### src/rtl/pam_pkg.sv
package pam_pkg;

  // X operand selection
  typedef enum logic [1:0] {
    XS_ZERO = 2'd0,
    XS_PROD = 2'd1,
    XS_P    = 2'd2,
    XS_AB   = 2'd3
  } xSelE;

  // Y operand selection
  typedef enum logic [1:0] {
    YS_ZERO = 2'd0,
    YS_PROD = 2'd1,
    YS_ONES = 2'd2,
    YS_C    = 2'd3
  } ySelE;

  // Z operand selection
  typedef enum logic [1:0] {
    ZS_ZERO = 2'd0,
    ZS_P    = 2'd1,
    ZS_C    = 2'd2
  } zSelE;

  // Strobes from control to datapath
  typedef struct packed {
    logic preSub;   // pre-adder subtracts A from D
    logic bFirst;   // multiplier takes the first B stage
    xSelE xSel;
    ySelE ySel;
    zSelE zSel;
    logic aluSub;   // post-adder computes Z - (X+Y+carry)
    logic carry;
  } ctrlStrbT;

endpackage

### src/rtl/pam_pipe_reg.sv
module pam_pipe_reg #(
  parameter int W = 8
) (
  input  logic         clk,
  input  logic         ce,
  input  logic         rst,
  input  logic [W-1:0] d,
  output logic [W-1:0] q
);

  always_ff @(posedge clk) begin
    if (rst)     q <= '0;
    else if (ce) q <= d;
  end

  // synchronous clear regardless of enable
  p_clear_r1: assert property (@(posedge clk) rst |=> (q == '0));

  // disabled register holds its value
  p_hold_r12: assert property (@(posedge clk) disable iff (rst)
    !ce |=> $stable(q));

endmodule

### src/rtl/pam_ctrl.sv
module pam_ctrl
  import pam_pkg::*;
(
  input  logic     clk,
  input  logic [4:0] inMode,
  input  logic [6:0] opMode,
  input  logic [3:0] aluMode,
  input  logic     carryIn,
  input  logic     ceInMode,
  input  logic     ceCtrl,
  input  logic     rstInMode,
  input  logic     rstCtrl,
  output ctrlStrbT strb
);

  localparam logic [3:0] ALU_SUB_CODE = 4'b0011;
  localparam logic [3:0] PROD_PAIR    = 4'b0101;

  logic [4:0] inModeReg;
  logic [6:0] opModeReg;
  logic [3:0] aluModeReg;
  logic       carryReg;
  logic       unusedInModeBits;

  always_ff @(posedge clk) begin
    if (rstInMode)     inModeReg <= '0;
    else if (ceInMode) inModeReg <= inMode;
  end

  always_ff @(posedge clk) begin
    if (rstCtrl) begin
      opModeReg  <= '0;
      aluModeReg <= '0;
      carryReg   <= 1'b0;
    end else if (ceCtrl) begin
      opModeReg  <= opMode;
      aluModeReg <= aluMode;
      carryReg   <= carryIn;
    end
  end

  assign unusedInModeBits = ^inModeReg[2:0];

  always_comb begin
    strb        = '0;
    strb.preSub = inModeReg[3];
    strb.bFirst = inModeReg[4];
    strb.carry  = carryReg;
    strb.aluSub = (aluModeReg == ALU_SUB_CODE);

    // product goes whole onto X when both X and Y ask for it
    unique case (opModeReg[1:0])
      2'b00:   strb.xSel = XS_ZERO;
      2'b01:   strb.xSel = (opModeReg[3:0] == PROD_PAIR) ? XS_PROD : XS_ZERO;
      2'b10:   strb.xSel = XS_P;
      default: strb.xSel = XS_AB;
    endcase

    unique case (opModeReg[3:2])
      2'b10:   strb.ySel = YS_ONES;
      2'b11:   strb.ySel = YS_C;
      default: strb.ySel = YS_ZERO;
    endcase

    unique case (opModeReg[6:4])
      3'b010:  strb.zSel = ZS_P;
      3'b011:  strb.zSel = ZS_C;
      default: strb.zSel = ZS_ZERO;
    endcase
  end

  // control register clears on reset
  p_ctrl_clear_r11: assert property (@(posedge clk)
    rstCtrl |=> (opModeReg == '0 && aluModeReg == '0 && !carryReg));

  // product selected only when the Y half asks for it too
  p_prod_pair_r7: assert property (@(posedge clk) disable iff (rstCtrl)
    (strb.xSel == XS_PROD) |-> (opModeReg[3:2] == 2'b01));

  // Y never carries a product half on its own
  p_y_no_prod_r7: assert property (@(posedge clk) disable iff (rstCtrl)
    (opModeReg[3:2] == 2'b01) |-> (strb.ySel == YS_ZERO));

endmodule

### src/rtl/pam_datapath.sv
module pam_datapath
  import pam_pkg::*;
#(
  parameter int A_W = 30,
  parameter int B_W = 18,
  parameter int C_W = 48,
  parameter int D_W = 25,
  parameter int P_W = 48
) (
  input  logic           clk,
  input  logic [A_W-1:0] aIn,
  input  logic [B_W-1:0] bIn,
  input  logic [C_W-1:0] cIn,
  input  logic [D_W-1:0] dIn,
  input  logic           ceA,
  input  logic           ceB1,
  input  logic           ceB2,
  input  logic           ceC,
  input  logic           ceD,
  input  logic           ceAd,
  input  logic           ceM,
  input  logic           ceP,
  input  logic           rstA,
  input  logic           rstB,
  input  logic           rstC,
  input  logic           rstD,
  input  logic           rstAd,
  input  logic           rstM,
  input  logic           rstP,
  input  ctrlStrbT       strb,
  output logic [P_W-1:0] pOut
);

  localparam int PRE_W  = D_W;
  localparam int PROD_W = PRE_W + B_W;
  localparam int EXT_W  = P_W - PROD_W;

  logic [A_W-1:0] aReg;
  logic [B_W-1:0] b1Reg, b2Reg;
  logic [C_W-1:0] cReg;
  logic [D_W-1:0] dReg;

  // operand registers
  pam_pipe_reg #(.W(A_W)) aStage  (.clk(clk), .ce(ceA),  .rst(rstA), .d(aIn),   .q(aReg));
  pam_pipe_reg #(.W(B_W)) b1Stage (.clk(clk), .ce(ceB1), .rst(rstB), .d(bIn),   .q(b1Reg));
  pam_pipe_reg #(.W(B_W)) b2Stage (.clk(clk), .ce(ceB2), .rst(rstB), .d(b1Reg), .q(b2Reg));
  pam_pipe_reg #(.W(C_W)) cStage  (.clk(clk), .ce(ceC),  .rst(rstC), .d(cIn),   .q(cReg));
  pam_pipe_reg #(.W(D_W)) dStage  (.clk(clk), .ce(ceD),  .rst(rstD), .d(dIn),   .q(dReg));

  // pre-adder
  logic [PRE_W-1:0] aLow, preSum, adReg;
  assign aLow   = aReg[PRE_W-1:0];
  assign preSum = strb.preSub ? (dReg - aLow) : (dReg + aLow);

  always_ff @(posedge clk) begin
    if (rstAd)     adReg <= '0;
    else if (ceAd) adReg <= preSum;
  end

  // multiplier
  logic [B_W-1:0]    bSel;
  logic signed [PROD_W-1:0] adWide, bWide, prodFull;
  logic [PROD_W-1:0] mReg;

  assign bSel     = strb.bFirst ? b1Reg : b2Reg;
  assign adWide   = $signed({{B_W{adReg[PRE_W-1]}}, adReg});
  assign bWide    = $signed({{PRE_W{bSel[B_W-1]}}, bSel});
  assign prodFull = adWide * bWide;

  always_ff @(posedge clk) begin
    if (rstM)     mReg <= '0;
    else if (ceM) mReg <= prodFull;
  end

  // post-adder operand selection
  logic [P_W-1:0] mExt, xVal, yVal, zVal, sumXY, pNext, pReg;
  assign mExt = {{EXT_W{mReg[PROD_W-1]}}, mReg};

  always_comb begin
    unique case (strb.xSel)
      XS_PROD: xVal = mExt;
      XS_P:    xVal = pReg;
      XS_AB:   xVal = P_W'({aReg, b2Reg});
      default: xVal = '0;
    endcase
    unique case (strb.ySel)
      YS_ONES: yVal = '1;
      YS_C:    yVal = P_W'(cReg);
      default: yVal = '0;
    endcase
    unique case (strb.zSel)
      ZS_P:    zVal = pReg;
      ZS_C:    zVal = P_W'(cReg);
      default: zVal = '0;
    endcase
  end

  assign sumXY = xVal + yVal + P_W'(strb.carry);
  assign pNext = strb.aluSub ? (zVal - sumXY) : (zVal + sumXY);

  always_ff @(posedge clk) begin
    if (rstP)     pReg <= '0;
    else if (ceP) pReg <= pNext;
  end

  assign pOut = pReg;

  // output register clears, enable or not
  p_p_clear_r1: assert property (@(posedge clk) rstP |=> (pReg == '0));

  // held output and product registers
  p_p_hold_r12: assert property (@(posedge clk) disable iff (rstP)
    !ceP |=> $stable(pReg));
  p_m_hold_r12: assert property (@(posedge clk) disable iff (rstM)
    !ceM |=> $stable(mReg));

  // all-zero selection with no carry yields zero
  p_opzero_r9: assert property (@(posedge clk) disable iff (rstP)
    (ceP && strb.xSel == XS_ZERO && strb.ySel == YS_ZERO &&
     strb.zSel == ZS_ZERO && !strb.carry) |=> (pReg == '0));

  // product alone routed through the post-adder lands on P sign-extended
  p_prod_to_p_r3: assert property (@(posedge clk) disable iff (rstP)
    (ceP && strb.xSel == XS_PROD && strb.ySel == YS_ZERO &&
     strb.zSel == ZS_ZERO && !strb.aluSub && !strb.carry)
    |=> ($signed(pReg) == $signed($past(mReg))));

endmodule

### src/rtl/preadd_mac_slice.sv
module preadd_mac_slice
  import pam_pkg::*;
#(
  parameter int A_W = 30,
  parameter int B_W = 18,
  parameter int C_W = 48,
  parameter int D_W = 25,
  parameter int P_W = 48
) (
  input  logic           clk,
  input  logic [A_W-1:0] aIn,
  input  logic [B_W-1:0] bIn,
  input  logic [C_W-1:0] cIn,
  input  logic [D_W-1:0] dIn,
  input  logic [4:0]     inMode,
  input  logic [6:0]     opMode,
  input  logic [3:0]     aluMode,
  input  logic           carryIn,
  input  logic           ceA,
  input  logic           ceB1,
  input  logic           ceB2,
  input  logic           ceC,
  input  logic           ceD,
  input  logic           ceAd,
  input  logic           ceM,
  input  logic           ceP,
  input  logic           ceInMode,
  input  logic           ceCtrl,
  input  logic           rstA,
  input  logic           rstB,
  input  logic           rstC,
  input  logic           rstD,
  input  logic           rstAd,
  input  logic           rstM,
  input  logic           rstP,
  input  logic           rstInMode,
  input  logic           rstCtrl,
  output logic [P_W-1:0] pOut
);

  ctrlStrbT strb;

  pam_ctrl ctrlU (
    .clk(clk), .inMode(inMode), .opMode(opMode), .aluMode(aluMode),
    .carryIn(carryIn), .ceInMode(ceInMode), .ceCtrl(ceCtrl),
    .rstInMode(rstInMode), .rstCtrl(rstCtrl), .strb(strb)
  );

  pam_datapath #(
    .A_W(A_W), .B_W(B_W), .C_W(C_W), .D_W(D_W), .P_W(P_W)
  ) dpU (
    .clk(clk), .aIn(aIn), .bIn(bIn), .cIn(cIn), .dIn(dIn),
    .ceA(ceA), .ceB1(ceB1), .ceB2(ceB2), .ceC(ceC), .ceD(ceD),
    .ceAd(ceAd), .ceM(ceM), .ceP(ceP),
    .rstA(rstA), .rstB(rstB), .rstC(rstC), .rstD(rstD),
    .rstAd(rstAd), .rstM(rstM), .rstP(rstP),
    .strb(strb), .pOut(pOut)
  );

endmodule

### config.mk
export PLATFORM = sky130hd
export DESIGN_NAME = preadd_mac_slice
export DESIGN_NICKNAME = d
export VERILOG_FILES = /design/src/rtl/pam_pkg.sv /design/src/rtl/pam_pipe_reg.sv /design/src/rtl/pam_ctrl.sv /design/src/rtl/pam_datapath.sv /design/src/rtl/preadd_mac_slice.sv
export SDC_FILE = /design/constraint.sdc
export NUM_CORES = 2
export LEC_CHECK = 0
export ABC_AREA = 1
export BUFFER_PORTS_ARGS = -buffer_cell sky130_fd_sc_hd__buf_2
export CAP_MARGIN = 25
export CORE_MARGIN = 5
export CORE_UTILIZATION = 40
export CTS_BUF_LIST = sky130_fd_sc_hd__clkbuf_16
export CTS_CLUSTER_DIAMETER = 150
export CTS_CLUSTER_SIZE = 40
export DETAILED_ROUTE_END_ITERATION = 8
export HOLD_SLACK_MARGIN = 0.03
export PLACE_DENSITY = 0.68
export SYNTH_ARGS = -nofsm -noshare
export SYNTH_HDL_FRONTEND = slang
export SYNTH_SLANG_ARGS = --single-unit
### constraint.sdc
create_clock -name clk -period 16.76 [get_ports clk]
set_input_delay 1.676 -clock clk [delete_from_list [all_inputs] [get_ports clk]]
set_output_delay 1.676 -clock clk [all_outputs]
set_load 0.01 [all_outputs]
# == After elaboration in Yosys (flattened, before gate mapping) ==
# Cells that the tools add are included.
# totals
reg_bits,272
inputBits,158
out_inout_bits,48
word_cells,45
# classes
n_addsub,6
multipliers,1
eq_ne,15
n_mux,10
n_reduce_logical,1
# op_table
operator,count
one-hot mux 48 bit (2 select lines),2
one-hot mux 48 bit (3 select lines),1
adder 48 bit,2
adder 48 x 1 -> 48 bit,1
two-way mux 48 bit,1
subtractor 48 bit,1
multiplier 25 x 18 -> 43 bit,1
adder 25 bit,1
two-way mux 25 bit,1
subtractor 25 bit,1
two-way mux 18 bit,1
"== test 2 bit, second input constant",8
one-hot mux 2 bit (2 select lines),2
"== test 2 x 1 -> 1 bit, second input constant",3
"== test 3 x 2 -> 1 bit, second input constant",2
one-hot mux 2 bit (3 select lines),1
"== test 4 x 2 -> 1 bit, second input constant",1
"== test 4 x 3 -> 1 bit, second input constant",1
logical NOT 2 bit,1
two-way mux 1 bit,1

# == Depth between registers and ports, before layout ==
# depth
depth_word,9
depth_mapped,40

# == Hierarchy ==
# From an unflattened synthesis, not the netlist that was laid out.
# hier_totals
cells_unflattened,5866
area_unflattened_um2,38767.2
# modules_own_cells
mod,n_inst,cells_per_inst,area_per_inst_um2,seq_area_each_um2
pam_datapath,1,4903,32329.8,2322.2
pam_pipe_reg at dpU.cStage,1,305,1976.9,960.9
pam_pipe_reg at dpU.b1Stage ...,2,114,759.5,360.3
pam_pipe_reg at dpU.aStage,1,191,1308.8,600.6
pam_pipe_reg at dpU.dStage,1,159,1066.0,500.5
pam_ctrl,1,80,566.8,280.3

# == Worst setup path before layout ==
# Ideal clock, no wire load.
# synth_path
kind,reg-to-reg
start,register ctrlU.inModeReg[4]
end,register dpU.mReg[42]
t_arrival_ns,6.692
t_required_ns,16.645
setup_slack_ns,9.952
path_stages_with_launch,32
path_buffers,4
synth_period_minus_slack_ns,6.808
path_cell_list,dfxtp_1 > clkbuf_1 > inv_1 > clkbuf_1 > clkbuf_1 > o21ai_0 > inv_1 > clkbuf_1 > nand2_1 > fa_1 > inv_1 > fa_1 > inv_1 > fa_1 > inv_1 > fa_1 > inv_1 > fa_1 > inv_1 > fa_1 > ha_1 > a21oi_1 > o21ai_0 > a21oi_1 > nand2_1 > a21oi_1 > o21bai_1 > a21boi_0 > o21ai_0 > xor2_1 > o21ai_0 > inv_1
# synth_via
elab_chain_len,2
# synth_lines
item,line,rtl
from (decl),pam_ctrl.sv:19,logic [4:0] inModeReg;
from (signal assigned),pam_ctrl.sv:27,else if (ceInMode) inModeReg <= inMode;
two-way mux 18 bit,pam_datapath.sv:65,assign bSel = strb.bFirst ? b1Reg : b2Reg;
multiplier 25 x 18 -> 43 bit,pam_datapath.sv:68,assign prodFull = adWide * bWide;
to (signal assigned),pam_datapath.sv:72,else if (ceM) mReg <= prodFull;
to (decl),pam_datapath.sv:63,logic [PROD_W-1:0] mReg;
# No other way between the ends.
# A chain may end at the register's enable or synchronous reset.

# == Worst setup path in the final report ==
# layout_path
start,register ctrlU.inModeReg[4]
end,register dpU.mReg[38]
# Same word-level chain as after synthesis.

==> metrics.txt <==
Post-DRT Antenna Nets=0; Critical-path top delay cell=inv_1; cell repeated most along the worst path=inv_1; Slew Viols, Final=0; clk slew on worst S/H paths=~0.16 ns; first-pass GRT wire length=around 190000 um; Final Worst Setup Slack=about 8 ns; Syn Area/Cell=just under 7 sq um; die area=0.0979 sq mm; fin nets=~6200; clock sinks=269; hold buffer count at CTS=0; Multi-input gate area=0.0263 sq mm; Startpoint Class=flip-flop; # setup viols final=0; Yosys cell types=51; Max Cap Viol=0; crit share post-route=0.521; CTS tree=yes; Clk Tree Root Cell=clkbuf_16; total CTS buffers=13; Worst EP required=between 15 and 20 ns; vias in the first global route=approximately 34000; asr flop ratio synth=0; io pins=206; Hold Vio Cnt, Final=0; Tot GR Track Use=0.252; Worst Path Max Fanout=17; PortBufs=~200; H-tree depth=1; DR vias=roughly 34000; initial antenna violation count=2; Worst IR Drop VDD=0.0000875 V; Arrival @ worst endpoint=slightly above 9 ns; Die Span X=about 310 um; drt first pass iters=6; area added between synthesis and finish=7.00%; crit path kind=reg -> reg; Setup TNS=0 ns; worst min-delay path category=reg -> reg; core area=roughly 0.091 sq mm; PostCTS Resize Cnt=0; drt initial violations=approximately 3000; pin count of the biggest net entering global routing=96; Seq cells post-synth=269; pre-CTS worst setup slack=about 8.2 ns; CP max stage delay=~0.76 ns; FF+latch area=about 0.0054 sq mm; register area share after synthesis=0.147; Residual DRC=0; min Tclk post-route=a little under 9 ns; ys flop type=dfxtp_1; clock buffer depth=3; Slew HR=0.290; initial core utilization=0.401; Slew @ Worst Pin=around 1.1 ns; Post-CTS Setup Bufs=0; Leak=roughly 0.02 uW; Syn Nets=a little over 6000; Core Util, Final=0.429; WL/cell=19.3 um; DRT Wirelength=~130000 um; Die Ht=~310 um; Syn. warnings=0; vias per cell=about 5.3; clk_lat worst skew=a little under 0.6 ns; GP Congestion=around 0.95; total congestion overflow=0; filler cell count=just under 10000; Layout Skew=approximately 0.047 ns; CP endpoint kind=flip-flop; FP Rows=between 100 and 150; RSZ-0062 raised after global routing=false; status=completed; power per standard cell area=113 mW/mm^2; Cell Area, Synth=roughly 0.037 sq mm; share of layout cells above drive strength 1=0.0631; Synth Instances=around 5300; fmax=around 110 MHz; detailed placer's ending HPWL=105000 um; Post-synth EDFFs=0
[path summary, 6_finish.rpt]
check                           start                  end  slack (ns)  cells after the start
setup / recovery   ctrlU.inModeReg[4]         dpU.mReg[38]        8.03                     29
hold / removal    ctrlU.aluModeReg[0]  ctrlU.aluModeReg[0]        0.47                      2
setup reg to reg   ctrlU.inModeReg[4]         dpU.mReg[38]        8.03                     29
hold reg to reg   ctrlU.aluModeReg[0]  ctrlU.aluModeReg[0]        0.47                      2
[registers in the layout, indices dropped and copies added, names as in the netlist]
| register | cells |
|---|---|
| ctrlU.aluModeReg | 4 |
| ctrlU.carryReg | 1 |
| ctrlU.inModeReg | 2 |
| ctrlU.opModeReg | 7 |
| dpU.aStage.q | 30 |
| dpU.adReg | 25 |
| dpU.b1Stage.q | 18 |
| dpU.b2Stage.q | 18 |
| dpU.cStage.q | 48 |
| dpU.dStage.q | 25 |
| dpU.mReg | 43 |
| dpU.pOut | 48 |
[placed cells by master, fill, tap and decap left out, drive strengths merged, types with 8 or more instances in the layout]
master / count
clkinv: 12
nor3: 24
fa: 445
a21o: 17
a31oi: 21
a211oi: 90
ha: 226
xnor2: 62
or2: 21
a21oi: 369
o21ai: 206
clkbuf: 13
nand2: 1189
o221ai: 48
o22ai: 48
buf: 235
inv: 1130
xor2: 113
nand3: 138
nand4: 33
dfxtp: 269
o21bai: 13
nor4: 10
o211ai: 32
nor2: 536
o21a: 10
a21boi: 8
[cell families (layout without fill, tap and decap cells)]
logic type,after synthesis,in the layout,synth area share
AOI/OAI and AO/OA,875,875,0.140
and+or+nand+nor,1958,1958,0.214
buffers and inverters,1325,1393,0.136
xor gates and xnor gates,175,175,0.0432
DFF,269,269,0.147
other,0,1,0
muxes,1,1,0.000273
adders and majority gates,671,671,0.320
[cell type report]
type,instances,area share
Multi-Input combinational cell,3680,0.671
Sequential cell,269,0.137
Inverter,1137,0.109
Tap cell,1186,0.0378
Timing Repair Buffer,235,0.0328
Clock buffer,13,0.00829
Clock inverter,8,0.00383
Antenna cell,1,0.0000638
[synthesized netlist by cell type, drive strengths merged (32+ instances only)]
master,instances,share of area
a211oi,90,0.018
a21oi,369,0.050
clkbuf,167,0.017
dfxtp,269,0.15
fa,445,0.24
ha,226,0.077
inv,1127,0.12
nand2,1189,0.12
nand3,138,0.020
nand4,33,0.0056
nor2,536,0.056
o211ai,32,0.0065
o21ai,206,0.028
o221ai,48,0.011
o22ai,48,0.0082
xnor2,62,0.016
xor2,113,0.027
[metrics by stage]
stage          cells  hold WS, ns  cell area, sq um  power (uW)
5_1_grt         6528        0.486             39200        4840
4_1_cts         6527        0.466             39200        4430
2_1_floorplan   5274        0.437             36700        2940
6_report        6529        0.468             39200        4450
3_3_place_gp    6504        0.446             38700        3940
3_5_place_dp    6506        0.450             38700        3950
[per-layer routing]
layer | vias to the layer above | global-route usage | wire, um
met5 | - | 0 | 13
met4 | 2 | 0.0680 | 4140
met3 | 177 | 0.0332 | 9230
met2 | 1214 | 0.404 | 56500
met1 | 16513 | 0.361 | 56200
li1 | 16419 | - | -
[worst max-delay path, delay by kind of cell (launching register included)]
family,cells,cell delay [ns]
and+or+nand+nor,4,0.77
adders and majority gates,7,3.51
DFF,1,0.47
buffers and inverters,9,1.90
xor gates and xnor gates,1,0.17
AOI/OAI and AO/OA,8,1.81
[report_power, final]
part	leakage [uW]	internal [uW]	switching, uW
Clock	0.000219	174	267
Combinational	0.0174	1120	2100
Sequential	0.00223	718	74.9
Total	0.0199	2010	2440
(Power assumes the default switching activity.)
